$ cat src/rtl/ssp_pkg.sv
package ssp_pkg;
    localparam int FIFO_DEPTH = 8;
    localparam int WORD_W     = 16;
    localparam int PRESCALE_W = 8;

    typedef enum logic [1:0] {
        ENG_IDLE,
        ENG_LOW,
        ENG_HIGH
    } eng_state_t;

    // Mask of the low nbits bits, saturating at 32.
    function automatic logic [31:0] low_mask(input int unsigned nbits);
        if (nbits >= 32) return '1;
        return (32'd1 << nbits) - 32'd1;
    endfunction
endpackage

$ cat src/rtl/ssp_fifo.sv
module ssp_fifo #(
    parameter int DEPTH = 8,
    parameter int WIDTH = 16,
    localparam int PTR_W = (DEPTH > 1) ? $clog2(DEPTH) : 1,
    localparam int CNT_W = $clog2(DEPTH + 1)
) (
    input  logic             clk,
    input  logic             rst,
    input  logic             push,
    input  logic [WIDTH-1:0] push_data,
    input  logic             pop,
    output logic [WIDTH-1:0] head,
    output logic [CNT_W-1:0] count
);
    logic [WIDTH-1:0] mem [DEPTH];
    logic [PTR_W-1:0] wr_ptr, rd_ptr;
    logic do_push, do_pop;

    assign do_push = push && (count < CNT_W'(DEPTH));
    assign do_pop  = pop && (count != '0);
    assign head    = mem[rd_ptr];

    function automatic logic [PTR_W-1:0] step(input logic [PTR_W-1:0] p);
        return (p == PTR_W'(DEPTH - 1)) ? '0 : p + PTR_W'(1);
    endfunction

    always_ff @(posedge clk) begin
        if (do_push) mem[wr_ptr] <= push_data;
    end

    always_ff @(posedge clk) begin
        if (rst) begin
            wr_ptr <= '0;
            rd_ptr <= '0;
            count  <= '0;
        end else begin
            if (do_push) wr_ptr <= step(wr_ptr);
            if (do_pop)  rd_ptr <= step(rd_ptr);
            case ({do_push, do_pop})
                2'b10:   count <= count + CNT_W'(1);
                2'b01:   count <= count - CNT_W'(1);
                default: count <= count;
            endcase
        end
    end
endmodule

$ cat src/rtl/ssp_shifter.sv
module ssp_shifter
    import ssp_pkg::*;
#(
    parameter int W     = 16,
    parameter int PRE_W = 8,
    localparam int SIZE_W = $clog2(W)
) (
    input  logic              clk,
    input  logic              rst,
    input  logic              start,
    input  logic [W-1:0]      start_word,
    input  logic [SIZE_W-1:0] dsize,
    input  logic [PRE_W-1:0]  prescale,
    input  logic              miso,
    output logic              busy,
    output logic              ready,
    output logic              last,
    output logic [W-1:0]      rx_word,
    output logic              sclk,
    output logic              mosi
);
    eng_state_t        state;
    logic [PRE_W-1:0]  div;
    logic [PRE_W-1:0]  half_m1;
    logic [SIZE_W-1:0] bits, size_q;
    logic [W-1:0]      tx_sh, rx_sh;
    logic              div_end;

    assign half_m1 = (prescale == '0) ? '0 : prescale - PRE_W'(1);
    assign div_end = (div == half_m1);
    assign busy    = (state != ENG_IDLE);
    assign last    = (state == ENG_HIGH) && div_end && (bits == size_q);
    assign ready   = (state == ENG_IDLE) || last;
    assign rx_word = rx_sh;
    assign mosi    = busy & tx_sh[W-1];

    always_ff @(posedge clk) begin
        if (rst) begin
            state  <= ENG_IDLE;
            div    <= '0;
            bits   <= '0;
            size_q <= '0;
            tx_sh  <= '0;
            rx_sh  <= '0;
            sclk   <= 1'b0;
        end else if (start && ready) begin
            // Left-justify the word so its top bit leaves first.
            tx_sh  <= start_word << (SIZE_W'(W - 1) - dsize);
            size_q <= dsize;
            bits   <= '0;
            div    <= '0;
            sclk   <= 1'b0;
            state  <= ENG_LOW;
        end else begin
            case (state)
                ENG_LOW: begin
                    if (div_end) begin
                        div   <= '0;
                        sclk  <= 1'b1;
                        rx_sh <= {rx_sh[W-2:0], miso};
                        state <= ENG_HIGH;
                    end else begin
                        div <= div + PRE_W'(1);
                    end
                end
                ENG_HIGH: begin
                    if (div_end) begin
                        div  <= '0;
                        sclk <= 1'b0;
                        if (bits == size_q) begin
                            state <= ENG_IDLE;
                        end else begin
                            tx_sh <= tx_sh << 1;
                            bits  <= bits + SIZE_W'(1);
                            state <= ENG_LOW;
                        end
                    end else begin
                        div <= div + PRE_W'(1);
                    end
                end
                default: state <= ENG_IDLE;
            endcase
        end
    end
endmodule

$ cat src/rtl/ssp_xfer_engine.sv
module ssp_xfer_engine
    import ssp_pkg::*;
#(
    parameter int DEPTH  = FIFO_DEPTH,
    parameter int DATA_W = WORD_W,
    parameter int PRE_W  = PRESCALE_W,
    localparam int CNT_W  = $clog2(DEPTH + 1),
    localparam int SIZE_W = $clog2(DATA_W)
) (
    input  logic              clk,
    input  logic              rst,
    input  logic              ctl_en,
    input  logic              ctl_loop,
    input  logic [SIZE_W-1:0] ctl_dsize,
    input  logic [PRE_W-1:0]  ctl_prescale,
    input  logic              wr_valid,
    input  logic [DATA_W-1:0] wr_data,
    input  logic              rd_req,
    output logic [DATA_W-1:0] rd_data,
    output logic [CNT_W-1:0]  tx_count,
    output logic [CNT_W-1:0]  rx_count,
    output logic              sclk,
    output logic              mosi,
    input  logic              miso,
    output logic              cs_n
);
    logic [DATA_W-1:0] size_mask, tx_head, rx_head, sh_rx, rx_push_data;
    logic sh_busy, sh_ready, sh_last;
    logic tx_has, rx_room, spi_start, loop_xfer, tx_pop, rx_push;

    assign size_mask = DATA_W'(low_mask(int'(ctl_dsize) + 1));
    assign tx_has    = (tx_count != '0);

    // A finishing word pushes this edge, so a back-to-back start needs two free slots.
    assign rx_room   = sh_last ? (rx_count < CNT_W'(DEPTH - 1)) : (rx_count < CNT_W'(DEPTH));
    assign spi_start = ctl_en && !ctl_loop && tx_has && rx_room && sh_ready;
    assign loop_xfer = ctl_en && ctl_loop && !sh_busy && tx_has && (rx_count < CNT_W'(DEPTH));

    assign tx_pop       = spi_start || loop_xfer;
    assign rx_push      = sh_last || loop_xfer;
    assign rx_push_data = (sh_last ? sh_rx : tx_head) & size_mask;

    assign rd_data = (rx_count != '0) ? rx_head : '0;
    assign cs_n    = !sh_busy;

    ssp_fifo #(.DEPTH(DEPTH), .WIDTH(DATA_W)) u_txq (
        .clk(clk), .rst(rst),
        .push(wr_valid), .push_data(wr_data & size_mask),
        .pop(tx_pop), .head(tx_head), .count(tx_count)
    );

    ssp_fifo #(.DEPTH(DEPTH), .WIDTH(DATA_W)) u_rxq (
        .clk(clk), .rst(rst),
        .push(rx_push), .push_data(rx_push_data),
        .pop(rd_req), .head(rx_head), .count(rx_count)
    );

    ssp_shifter #(.W(DATA_W), .PRE_W(PRE_W)) u_shift (
        .clk(clk), .rst(rst),
        .start(spi_start), .start_word(tx_head), .dsize(ctl_dsize),
        .prescale(ctl_prescale), .miso(miso),
        .busy(sh_busy), .ready(sh_ready), .last(sh_last), .rx_word(sh_rx),
        .sclk(sclk), .mosi(mosi)
    );
endmodule

$ cat config.mk
export PLATFORM = sky130hd
export DESIGN_NAME = ssp_xfer_engine
export DESIGN_NICKNAME = d
export VERILOG_FILES = /design/src/rtl/ssp_pkg.sv /design/src/rtl/ssp_fifo.sv /design/src/rtl/ssp_shifter.sv /design/src/rtl/ssp_xfer_engine.sv
export SDC_FILE = /design/constraint.sdc
export NUM_CORES = 1
export LEC_CHECK = 0
export BUFFER_PORTS_ARGS = -buffer_cell sky130_fd_sc_hd__buf_2
export CORE_MARGIN = 2
export CORE_UTILIZATION = 35
export CTS_BUF_LIST = sky130_fd_sc_hd__clkbuf_16
export CTS_CLUSTER_SIZE = 8
export DETAILED_ROUTE_END_ITERATION = 10
export GPL_TIMING_DRIVEN = 0
export PLACE_DENSITY = 0.48
export SLEW_MARGIN = 20
export SYNTH_ARGS = -nofsm -noshare
export SYNTH_HDL_FRONTEND = slang
export SYNTH_SLANG_ARGS = --single-unit
$ cat constraint.sdc
create_clock -name clk -period 5.05 [get_ports clk]
set_clock_uncertainty 0.2 [all_clocks]
set_input_delay 0.2525 -clock clk [delete_from_list [all_inputs] [get_ports clk]]
set_output_delay 0.2525 -clock clk [all_outputs]
set_load 0.01 [all_outputs]
### Word level (Yosys, flattened, before mapping)

Memory sizes are Yosys's and may differ from the RTL's. A register that Yosys moved wholly into a read port is not among the register bits.
Index checks and enable logic that the tools add are counted.

* bits in registers: 71
* memory bits (writable): 256
* bits of input ports: 35
* output and inout bits: 27
* memories: 2

* add/subtract/negate cells: 14
* order comparisons: 4
* equal/unequal tests: 17
* shift operators: 2
* mux-type cells: 34
* bitwise gates (word level): 5
* reduce and logical (&&, ||, !) cells: 38

Memories
* u_rxq.mem: words 8, width 16, rd ports 1, clocked after memory_dff 1, write ports 1, RTL line ssp_fifo.sv:15 `logic [WIDTH-1:0] mem [DEPTH];`
* u_txq.mem: words 8, width 16, rd ports 1, clocked after memory_dff 1, write ports 1, RTL line ssp_fifo.sv:15

Operator list (number)
* $mux 16: 8
* $and 16x16->16: 2
* $mux 3: 8
* $mux 8: 2
* $pmux 4 s2: 2
* $shl 1x5->16 const A: 1
* $shl 16x4->16: 1
* $sub 16x1->16 const B: 1
* $logic_and 1x1->1: 15
* $add 3x1->3 const B: 4
* $add 4x1->4 const B: 3
* $eq 3x3->1 const B: 4
* $reduce_and 3->1: 4
* $reduce_bool 2->1: 6
* $mux 1: 10
* $add 8x1->8 const B: 1
* $eq 8x8->1: 1
* $logic_not 8->1: 1
* $lt 4x4->1 const B: 2
* $reduce_bool 4->1: 2
* $sub 4x1->4 const B: 2
* $sub 8x1->8 const B: 1
* $eq 2x1->1 const B: 3
* $eq 2x2->1 const B: 3
* other kinds (18): 27

### Logic depth before layout (Yosys ltp)

Gate-level depths: netlist of run 1.

* depth in word-level cells: 12
* depth in mapped cells: 18

### By module

A second synthesis of run 1 with hierarchy kept.

* cell total of the unflattened synthesis: 1000
* area total of the unflattened synthesis: 15245.9 um2

Modules (own cells, without submodules)
* ssp_fifo: instances 2, cells each 259, area an instance 5572.8 um2, seq. area each 4103.9 um2
* ssp_shifter: instances 1, cells each 355, area an instance 3181.8 um2, seq. area each 1021.0 um2
* ssp_xfer_engine: instances 1, cells each 127, area an instance 918.4 um2, seq. area each 0.0 um2

### Worst setup path after synthesis of run 1

Ideal clock, no wire load.

* path type: input to register
* start point: input port ctl_prescale[3]
* end point: memory u_rxq.mem[1][0] (enable)
* setup time: 0.436 ns
* arrival time: 4.237 ns
* path slack: 0.177 ns
* stages on the path: 9
* cells stage by stage: buf_6 -> or4_4 -> or4_1 -> a21o_1 -> a221oi_4 -> nand3_1 -> o21a_1 -> buf_2 -> nor4b_1

* word-level cells in the longest chain between the ends: 9

RTL lines
* from (decl): RTL line ssp_xfer_engine.sv:15 `input logic [PRE_W-1:0] ctl_prescale,`
* $sub 8x1->8 or $logic_not 8->1 (tied branches): RTL line ssp_shifter.sv:29 `assign half_m1 = (prescale == '0) ? '0 : prescale - PRE_W'(1);`
* $mux 8 (*): RTL line ssp_shifter.sv:29
* $eq 8x8->1 (*): RTL line ssp_shifter.sv:30 `assign div_end = (div == half_m1);`
* $logic_and 1x1->1 (*) (2 in series): RTL line ssp_shifter.sv:32 `assign last = (state == ENG_HIGH) && div_end && (bits == size_q);`
* $logic_or 1x1->1 (*): RTL line ssp_xfer_engine.sv:40 `assign rx_push = sh_last || loop_xfer;`
* $logic_and 1x1->1 (*): RTL line ssp_fifo.sv:19 `assign do_push = push && (count < CNT_W'(DEPTH));`
* $mux 1 (*): RTL line ssp_fifo.sv:28 `if (do_push) mem[wr_ptr] <= push_data;`
* $mux 1 (implied by the code) (*): RTL line ssp_fifo.sv:28
* to (decl): RTL line ssp_fifo.sv:15

Mark *: on every way between the ends. The rest lies on a longest branch, timed or not.

==> results.cfg, run 1 <==
[status]
status = complete, no violations

[floorplanning]
start_util = 0.353
std_cell_rows = 75
ioPinCount = 62
die_area_mm2 = 0.0439
design.core.area_mm2 = 0.0419
fp.dieH_um = 209
die_w_um = 209

[worst_setup_path]
crit_fanout = 10
critPathKind = reg2reg
crit_family = multiplexers
cp_cell_sequence = buf_2, buf_2, mux4_2, mux2i_1, nor2_1, a221oi_1, mux2_2, nor2_1, a211oi_1, a211oi_2
end_kind = flop
cp_data_arrival_time_ns = 4.43
critPathBufInv = 2
cp_slowest_cell = mux2i_1
cp.required_ns = 5.28
max_stage_delay_ns = 0.61
cp-start-kind = flop

[clock_tree]
cts_setup_buffers = 0
clock_latency_ns = 0.58
cts_root_buffer = clkbuf_16
cts.clk_slew.worst_paths_ns = 0.05
numCtsBuffers = 47
cts_htree_levels = 2
clockBufferDepth = 3
cts_tree = done
clock_sinks = 333

[timing]
setup_violations = 0
fin_crit_sh = 0.832
finalHoldViolations = 0
slew_violations = 0
slew_headroom = 0.260
max_freq_mhz = 238
worst_pin_slew_ns = 1.10
post-route-min-period_ns = 4.20
rsz0062_at_grt = no

[grt]
grt_pass1_vias = 9073
grt_pass1_wl_mm = 56.6
track_usage = 0.173
grt_overflow_total = 0
antenna_found_initial = 3
grt_max_degree = 17

[run]
maxCapViolations = 0

[layout]
instances_no_fill = 1754
design_area_mm2 = 0.0177
fillCellCount = 3867
syn_to_final_growth_pct = 19.5
fin_nets = 1236
regArea_mm2 = 0.00923
multi_input_area_mm2 = 0.00538
final_util = 0.422
drive_gt1_frac = 0.228

[synthesis]
yosys.area.top_type_share = 0.520
synth.avg_cell_area_um2 = 14.4
syn_inst = 1024
yosysMostFrequentCell = edfxtp_1
yosys.area.top_type = edfxtp_1
synthTopCellsByCount = edfxtp_1, nor2_1, dfxtp_1, mux2i_1, mux4_2
ys_seq_area_frac = 0.624
netlist_area_mm2 = 0.0148
ys_ff_latch = 333
synth-async-reset-ratio = 0
yosysUniqueCellTypes = 66
yosysWarnings = 0
synth-edff-count = 256
synth_top_flop_cell = edfxtp_1
synth.area.top_cells = edfxtp_1, dfxtp_1, mux4_2, mux2i_1, nor2_1
synth_fp_nets = 1082

[place]
numPortBuffers = 57
gp_congestion = 0.845
place_inst = 1652
dp_hpwl_mm = 26.1
place_area_mm2 = 0.0161

[power]
finalPower_w = 0.00773
vdd_drop_max_v = 0.000286
power.density_mw_per_mm2 = 437
leakagePower_nw = 6.12

[routing]
ant_nets = 0
routedWlPerCell_um = 21.1
dr.pass1.iters = 5
drt_iter0_drc = 570
routed_wl_mm = 37.1
vias = 8921
vias_per_cell = 5.09
drcViolationCount = 0

[min_path]
hp-class = in2reg
## state kept, by name, summed over array words and instances (netlist names), named ones only
register,count
u_rxq.mem,128
u_shift.size_q,4
u_rxq.wr_ptr,3
u_rxq.count,4
u_shift.rx_word,16
u_txq.mem,128
u_shift.state,2
u_txq.rd_ptr,3
u_txq.wr_ptr,3
u_txq.count,4
u_shift.bits,4
u_rxq.rd_ptr,3
u_shift.div,8
u_shift.tx_sh,16
u_shift.sclk,1
## through the flow
step / setup WS, ns / hold WS [ns] / TNS (ns)
floorplan: 0.177 / 0.200 / 0
global placement: -2.37 / 0.278 / -222.44
detailed placement: 0.403 / 0.283 / 0
CTS: 0.761 / 0.00732 / 0
global route: 0.520 / 0.0527 / 0
finish: 0.849 / 0.0465 / 0
## layout make-up
| cell class | count | area share |
|---|---|---|
| multi-input combinational | 614 | 0.305 |
| clock buffer | 47 | 0.0666 |
| inverter | 18 | 0.00383 |
| buffer | 59 | 0.0151 |
| antenna | 2 | 0.000283 |
| timing repair buffer | 105 | 0.0385 |
| sequential | 333 | 0.522 |
| tap | 539 | 0.0382 |
| clock inverter | 37 | 0.0103 |
## final timing paths
check / endpoint / slack, ns / startpoint / cells past startpoint
max: u_shift.tx_sh[14] / 0.85 / flop / 10
min: u_txq.mem[5][13] / 0.05 / wr_data[13] / 2
max reg2reg: u_shift.tx_sh[14] / 0.85 / flop / 10
min reg2reg: u_shift.tx_sh[0] / 0.29 / u_shift.tx_sh[0] / 2
## cell usage in the layout (no fill, tap or decap), types with 9 or more instances in the layout
cell type	instances
a21oi_1	40
clkbuf_16	47
mux2i_1	77
or3_1	9
mux4_2	65
o21ai_0	22
inv_1	50
xor2_1	14
ha_1	22
edfxtp_1	256
buf_6	10
nand3_1	12
buf_4	15
buf_2	79
dfxtp_1	77
nor2b_1	19
nor2_1	112
nand2b_1	13
xnor2_1	10
a211oi_2	17
a211oi_1	24
dlygate4sd3_1	16
clkbuf_1	35
nand2_1	40
## per-layer routing
layer | vias up | track usage | share of wire
met1 | 4454 | 0.236 | 0.46
met2 | 157 | 0.279 | 0.48
met3 | 47 | 0.0311 | 0.039
met4 | 2 | 0.0567 | 0.021
met5 | - | 0 | 0.00035
li1 | 4261 | - | -
## cells by family after synthesis
kind of cell | synth area share
muxes | 0.157
and+or+nand+nor | 0.0911
adders and majority gates | 0.0200
other | 0.000254
xor gates and xnor gates | 0.0142
AOI/OAI and AO/OA | 0.0702
buffers and inverters | 0.0225
DFF | 0.624
## where the power goes
group          leakage, nW  switching (W)  total [W]  internal (W)
clock network        0.782        0.00117    0.00285       0.00167
registers             2.99      0.0000831    0.00325       0.00317
logic                 2.35       0.000980    0.00163      0.000649
total                 6.12        0.00223    0.00773       0.00549
## timing repair
item / CTS / global route
hold endpoints to repair: 108 / 0
hold buffers: 16 / 0
resized for setup: 0 / 0
No activity file was read; power rests on OpenSTA's default activity.
==> run 2, diff against run 1 <==
--- a/config.mk
+++ b/config.mk
@@ -12,7 +12,7 @@
 export CTS_CLUSTER_SIZE = 8
 export DETAILED_ROUTE_END_ITERATION = 10
 export GPL_TIMING_DRIVEN = 0
-export PLACE_DENSITY = 0.48
+export PLACE_DENSITY = 0.46
 export SLEW_MARGIN = 20
 export SYNTH_ARGS = -nofsm -noshare
 export SYNTH_HDL_FRONTEND = slang
==> constraint.sdc (replaced) <==
create_clock -name clk -period 4.26 [get_ports clk]
set_clock_uncertainty 0.2 [all_clocks]
set_input_delay 0.213 -clock clk [delete_from_list [all_inputs] [get_ports clk]]
set_output_delay 0.213 -clock clk [all_outputs]
set_load 0.01 [all_outputs]
==> run 2 against run 1 <==
  * First-iteration DRC count grew 22%
  * Wire length rose by 0.93%
  * Non-clock buffer count grew 7
  * Sequential power is 19% higher
  * Design area increased by 0.48%
  * Cell count grew 0.40%
  * Via count up 1.1%
  * Global-route usage rose by 0.14 points
  * Sequential cell count unchanged
==> results.cfg, run 2 (same netlist as run 1, synthesis figures left out) <==
[floorplanning]
die_w_um = 209
ioPinCount = 62
design.core.area_mm2 = 0.0419
fp.dieH_um = 209
die_area_mm2 = 0.0439
start_util = 0.353
std_cell_rows = 75

[worst_setup_path]
end_kind = flop
cp.required_ns = 4.58
cp_data_arrival_time_ns = 4.32
critPathKind = reg2reg
r2r_setup_slack_ns = 0.25
cp-start-kind = flop
crit_fanout = 10

[clock_tree]
cts_root_buffer = clkbuf_16
clock_latency_ns = 0.59
clock_sinks = 333
clockBufferDepth = 3
numCtsBuffers = 47
cts.clk_slew.worst_paths_ns = 0.05
cts_tree = done
cts_htree_levels = 2

[power]
intPower_w = 0.00653
p_seq_frac = 0.419
power.density_mw_per_mm2 = 519
leakagePower_nw = 6.15
combinationalPowerShare = 0.212
finalPower_w = 0.00921
power_frac_clock = 0.370
vdd_drop_max_v = 0.000330
power.switching_w = 0.00268
p_sw_frac = 0.291

[grt]
grt_pass1_vias = 9097
track_usage = 0.174
grt_max_degree = 17
antenna_found_initial = 3
grt_overflow_total = 0
grt_pass1_wl_mm = 57.0

[timing]
slew_violations = 0
rsz0062_at_grt = no
whs_ns = 0.0318
worst_pin_slew_ns = 1.03
post-route-min-period_ns = 4.01
finalHoldViolations = 0
max_freq_mhz = 250
setup_violations = 0
fin_crit_sh = 0.940
slew_headroom = 0.308

[routing]
vias = 9019
drcViolationCount = 0
routedWlPerCell_um = 21.3
routed_wl_mm = 37.4
vias_per_cell = 5.12
dr.pass1.iters = 4
ant_nets = 0
drt_iter0_drc = 697

[layout]
design_area_mm2 = 0.0177
reg_top3 = u_rxq.mem x128, u_txq.mem x128
syn_to_final_growth_pct = 20.1
fillCellCount = 3874
final_util = 0.424
layout_commonest_cell = edfxtp_1
drive_gt1_frac = 0.228
fin_nets = 1243
mostFrequentLayoutCells = edfxtp_1, nor2_1, buf_2

[place]
gp_congestion = 0.827
dp_hpwl_mm = 26.2
place_area_mm2 = 0.0161
numPortBuffers = 57

[min_path]
hp-class = in2reg

[run]
maxCapViolations = 0

[status]
status = complete, no violations
## run 2: cell types whose count changed in the layout (fill, tap and decap cells not counted), sizes merged
cell,change
inv,+2
dlygate4sd3,+4
clkinv,-2
buf,+3
## run 2: through the flow
stage,instances,setup slack [ns],setup TNS [ns]
2_1_floorplan,1024,-0.574,-44.38
3_3_place_gp,1620,-3.20,-335.87
3_5_place_dp,1655,-0.539,-11.36
4_1_cts,1759,0.0243,0
5_1_grt,1759,0.00570,0
6_report,1761,0.254,0
## run 2: timing repair
action | CTS | global route
gates resized for setup | 1 | 5
hold buffers | 20 | 0
pin swaps | 0 | 0
setup buffers | 0 | 0
hold endpoints to repair | 140 | 0
endpoints found under the setup margin | 5 | 21
## run 2: area by class of cell
class	count	area, µm²	area share
Antenna cell	2	5.00	0.000282
Inverter	18	67.6	0.00381
Multi-Input combinational cell	614	5400	0.304
Clock buffer	47	1180	0.0663
Tap cell	539	674	0.0380
Sequential cell	333	9230	0.520
Timing Repair Buffer	112	731	0.0412
Clock inverter	37	198	0.0111
Buffer	59	268	0.0151
## run 2: worst paths after layout
path,cells past startpoint,end,startpoint
worst max-delay path,13,u_rxq.count[3],u_shift.div[4]
worst max register to register,13,u_rxq.count[3],u_shift.div[4]
worst min register to register,2,u_shift.tx_sh[0],u_shift.tx_sh[0]
worst min-delay path,4,u_txq.rd_ptr[2],ctl_loop
## run 2: per-layer routing
layer | track usage | routed length [µm]
met5 | 0 | 0
met1 | 0.241 | 17700
met4 | 0.0526 | 710
met2 | 0.283 | 17600
met3 | 0.0284 | 1420
## run 2: worst max-delay path, cell delays in order, from the launching register on
cell      delay, ns
dfxtp_1        0.37
or4_1          0.53
a21o_1         0.21
a221oi_4       0.42
nand3_2        0.21
o21a_1         0.32
buf_2          0.26
ha_1           0.26
ha_1           0.28
a21o_1         0.18
a21oi_1        0.17
xnor2_1        0.09
or3_1          0.30
a21oi_1        0.13
## run 2: power by group through the flow
stage / sequential (W) / clock, W / combinational (W)
6_report: 0.00386 / 0.00341 / 0.00195
5_1_grt: 0.00388 / 0.00363 / 0.00215
4_1_cts: 0.00386 / 0.00351 / 0.00197
3_5_place_dp: 0.00392 / 0 / 0.00194
3_3_place_gp: 0.00393 / 0 / 0.00188
2_1_floorplan: 0.00390 / 0 / 0.00128
==> run 3, diff against run 2 <==
--- a/config.mk
+++ b/config.mk
@@ -6,13 +6,12 @@
 export NUM_CORES = 1
 export LEC_CHECK = 0
 export BUFFER_PORTS_ARGS = -buffer_cell sky130_fd_sc_hd__buf_2
-export CORE_MARGIN = 2
-export CORE_UTILIZATION = 35
+export CORE_UTILIZATION = 24
 export CTS_BUF_LIST = sky130_fd_sc_hd__clkbuf_16
 export CTS_CLUSTER_SIZE = 8
 export DETAILED_ROUTE_END_ITERATION = 10
 export GPL_TIMING_DRIVEN = 0
-export PLACE_DENSITY = 0.46
+export PLACE_DENSITY = 0.34
 export SLEW_MARGIN = 20
 export SYNTH_ARGS = -nofsm -noshare
 export SYNTH_HDL_FRONTEND = slang
==> run 3 against run 2 <==
  * Register-to-register slack is essentially flat
  * Global-route usage is 3.8 points lower
  * Power is 0.95% higher
  * Sequential power is essentially flat
  * Non-clock buffer count grew 6
  * Fmax is essentially flat
  * Clock power barely moved
  * Largest power group unchanged
  * Highest routed layer is now met5
==> results.cfg, run 3 (same netlist as run 1, synthesis figures left out) <==
[place]
numPortBuffers = 57
dp_hpwl_mm = 30.4
gp_congestion = 0.785
place_area_mm2 = 0.0166

[layout]
fillCellCount = 6141
design_area_mm2 = 0.0181
final_util = 0.300
multi_input_area_mm2 = 0.00541
mostFrequentLayoutCells = edfxtp_1, nor2_1, buf_2
syn_to_final_growth_pct = 22.8
drive_gt1_frac = 0.237
layout_commonest_cell = edfxtp_1
reg_top3 = u_rxq.mem x128, u_txq.mem x128
fin_nets = 1249
regArea_mm2 = 0.00923

[timing]
post-route-min-period_ns = 4.00
slew_headroom = 0.283
max_freq_mhz = 250
setup_violations = 0
fin_crit_sh = 0.940
slew_violations = 0
rsz0062_at_grt = no
worst_pin_slew_ns = 1.07
whs_ns = 0.0413
finalHoldViolations = 0

[floorplanning]
die_area_mm2 = 0.0626
start_util = 0.244
fp.dieH_um = 250
die_w_um = 250
design.core.area_mm2 = 0.0606
ioPinCount = 62
std_cell_rows = 90

[clock_tree]
cts_htree_levels = 2
numCtsBuffers = 47
cts_root_buffer = clkbuf_16
clock_latency_ns = 0.58
cts.clk_slew.worst_paths_ns = 0.05
clockBufferDepth = 3
clock_sinks = 333
cts_tree = done

[routing]
vias = 9135
dr.pass1.iters = 5
drt_iter0_drc = 637
vias_per_cell = 4.55
ant_nets = 0
routed_wl_mm = 42.3
drcViolationCount = 0
routedWlPerCell_um = 21.1

[grt]
antenna_found_initial = 4
grt_pass1_wl_mm = 63.3
grt_max_degree = 17
track_usage = 0.136
grt_pass1_vias = 9379
grt_overflow_total = 0

[worst_setup_path]
end_kind = flop
max_stage_delay_ns = 0.53
crit_fanout = 10
cp_slowest_cell = or4_1
cp-start-kind = flop
cp_cell_sequence = or4_1, a21o_1, a221oi_4, buf_4, nand3_2, o21a_1, buf_2, ha_1, ha_1, a21o_1, a21oi_1, xnor2_1, or3_1, a21oi_1
cp.required_ns = 4.55
r2r_setup_slack_ns = 0.26
crit_family = compound AO/OA/AOI/OAI gates
cp_num_cells = 14
reg2reg_depth = 14
cp_data_arrival_time_ns = 4.30
critPathBufInv = 2
critPathKind = reg2reg

[power]
vdd_drop_max_v = 0.000291
power.density_mw_per_mm2 = 513
p_seq_frac = 0.417
finalPower_w = 0.00930
p_sw_frac = 0.298
leakagePower_nw = 6.21
intPower_w = 0.00653
power_frac_clock = 0.369
power.switching_w = 0.00277
combinationalPowerShare = 0.214

[status]
status = complete, no violations

[min_path]
hold_depth = 2
hp-class = in2reg

[run]
maxCapViolations = 0
==> run 3: final timing paths <==
| path | start | end |
|---|---|---|
| worst min-delay path | wr_data[12] | u_txq.mem[6][12] |
| worst max-delay path | u_shift.div[4] | u_rxq.count[3] |
| worst max register to register | u_shift.div[4] | u_rxq.count[3] |
| worst min register to register | u_shift.tx_sh[0] | u_shift.tx_sh[0] |
==> run 3: cell type report <==
type,count,area share
Antenna cell,1,0.000138
Clock inverter,37,0.00972
Inverter,18,0.00372
Sequential cell,333,0.509
Tap cell,782,0.0539
Buffer,58,0.0146
Multi-Input combinational cell,614,0.298
Clock buffer,47,0.0648
Timing Repair Buffer,119,0.0466
==> run 3: power groups by stage <==
stage | registers (W) | clock network, W | logic [W]
after detailed placement | 0.00392 | 0 | 0.00203
final | 0.00388 | 0.00343 | 0.00199
after global placement | 0.00393 | 0 | 0.00196
after CTS | 0.00388 | 0.00356 | 0.00204
after floorplan | 0.00390 | 0 | 0.00128
after global routing | 0.00390 | 0.00368 | 0.00220
==> run 3: stage by stage <==
step / setup WS (ns) / std cells / TNS, ns
floorplan: -0.574 / 1024 / -44.38
global placement: -3.52 / 1863 / -396.90
detailed placement: -0.420 / 1905 / -11.39
CTS: 0.00327 / 2007 / 0
global route: 0.0129 / 2008 / 0
finish: 0.256 / 2009 / 0
==> run 3: layer usage <==
metal / routed length [µm] / global-route usage / vias to the layer above
met5: 36 / 0 / -
met4: 749 / 0.0380 / 6
met3: 1460 / 0.0250 / 62
met2: 20000 / 0.220 / 151
met1: 20100 / 0.186 / 4626
li1: - / - / 4290
==> run 3: what timing repair did <==
action / in CTS / in global routing
hold buffers: 19 / 0
pin swaps: 0 / 1
resized for setup: 1 / 5
buffers inserted: 0 / 1
hold endpoints to repair: 129 / 0
endpoints found under the setup margin: 2 / 14
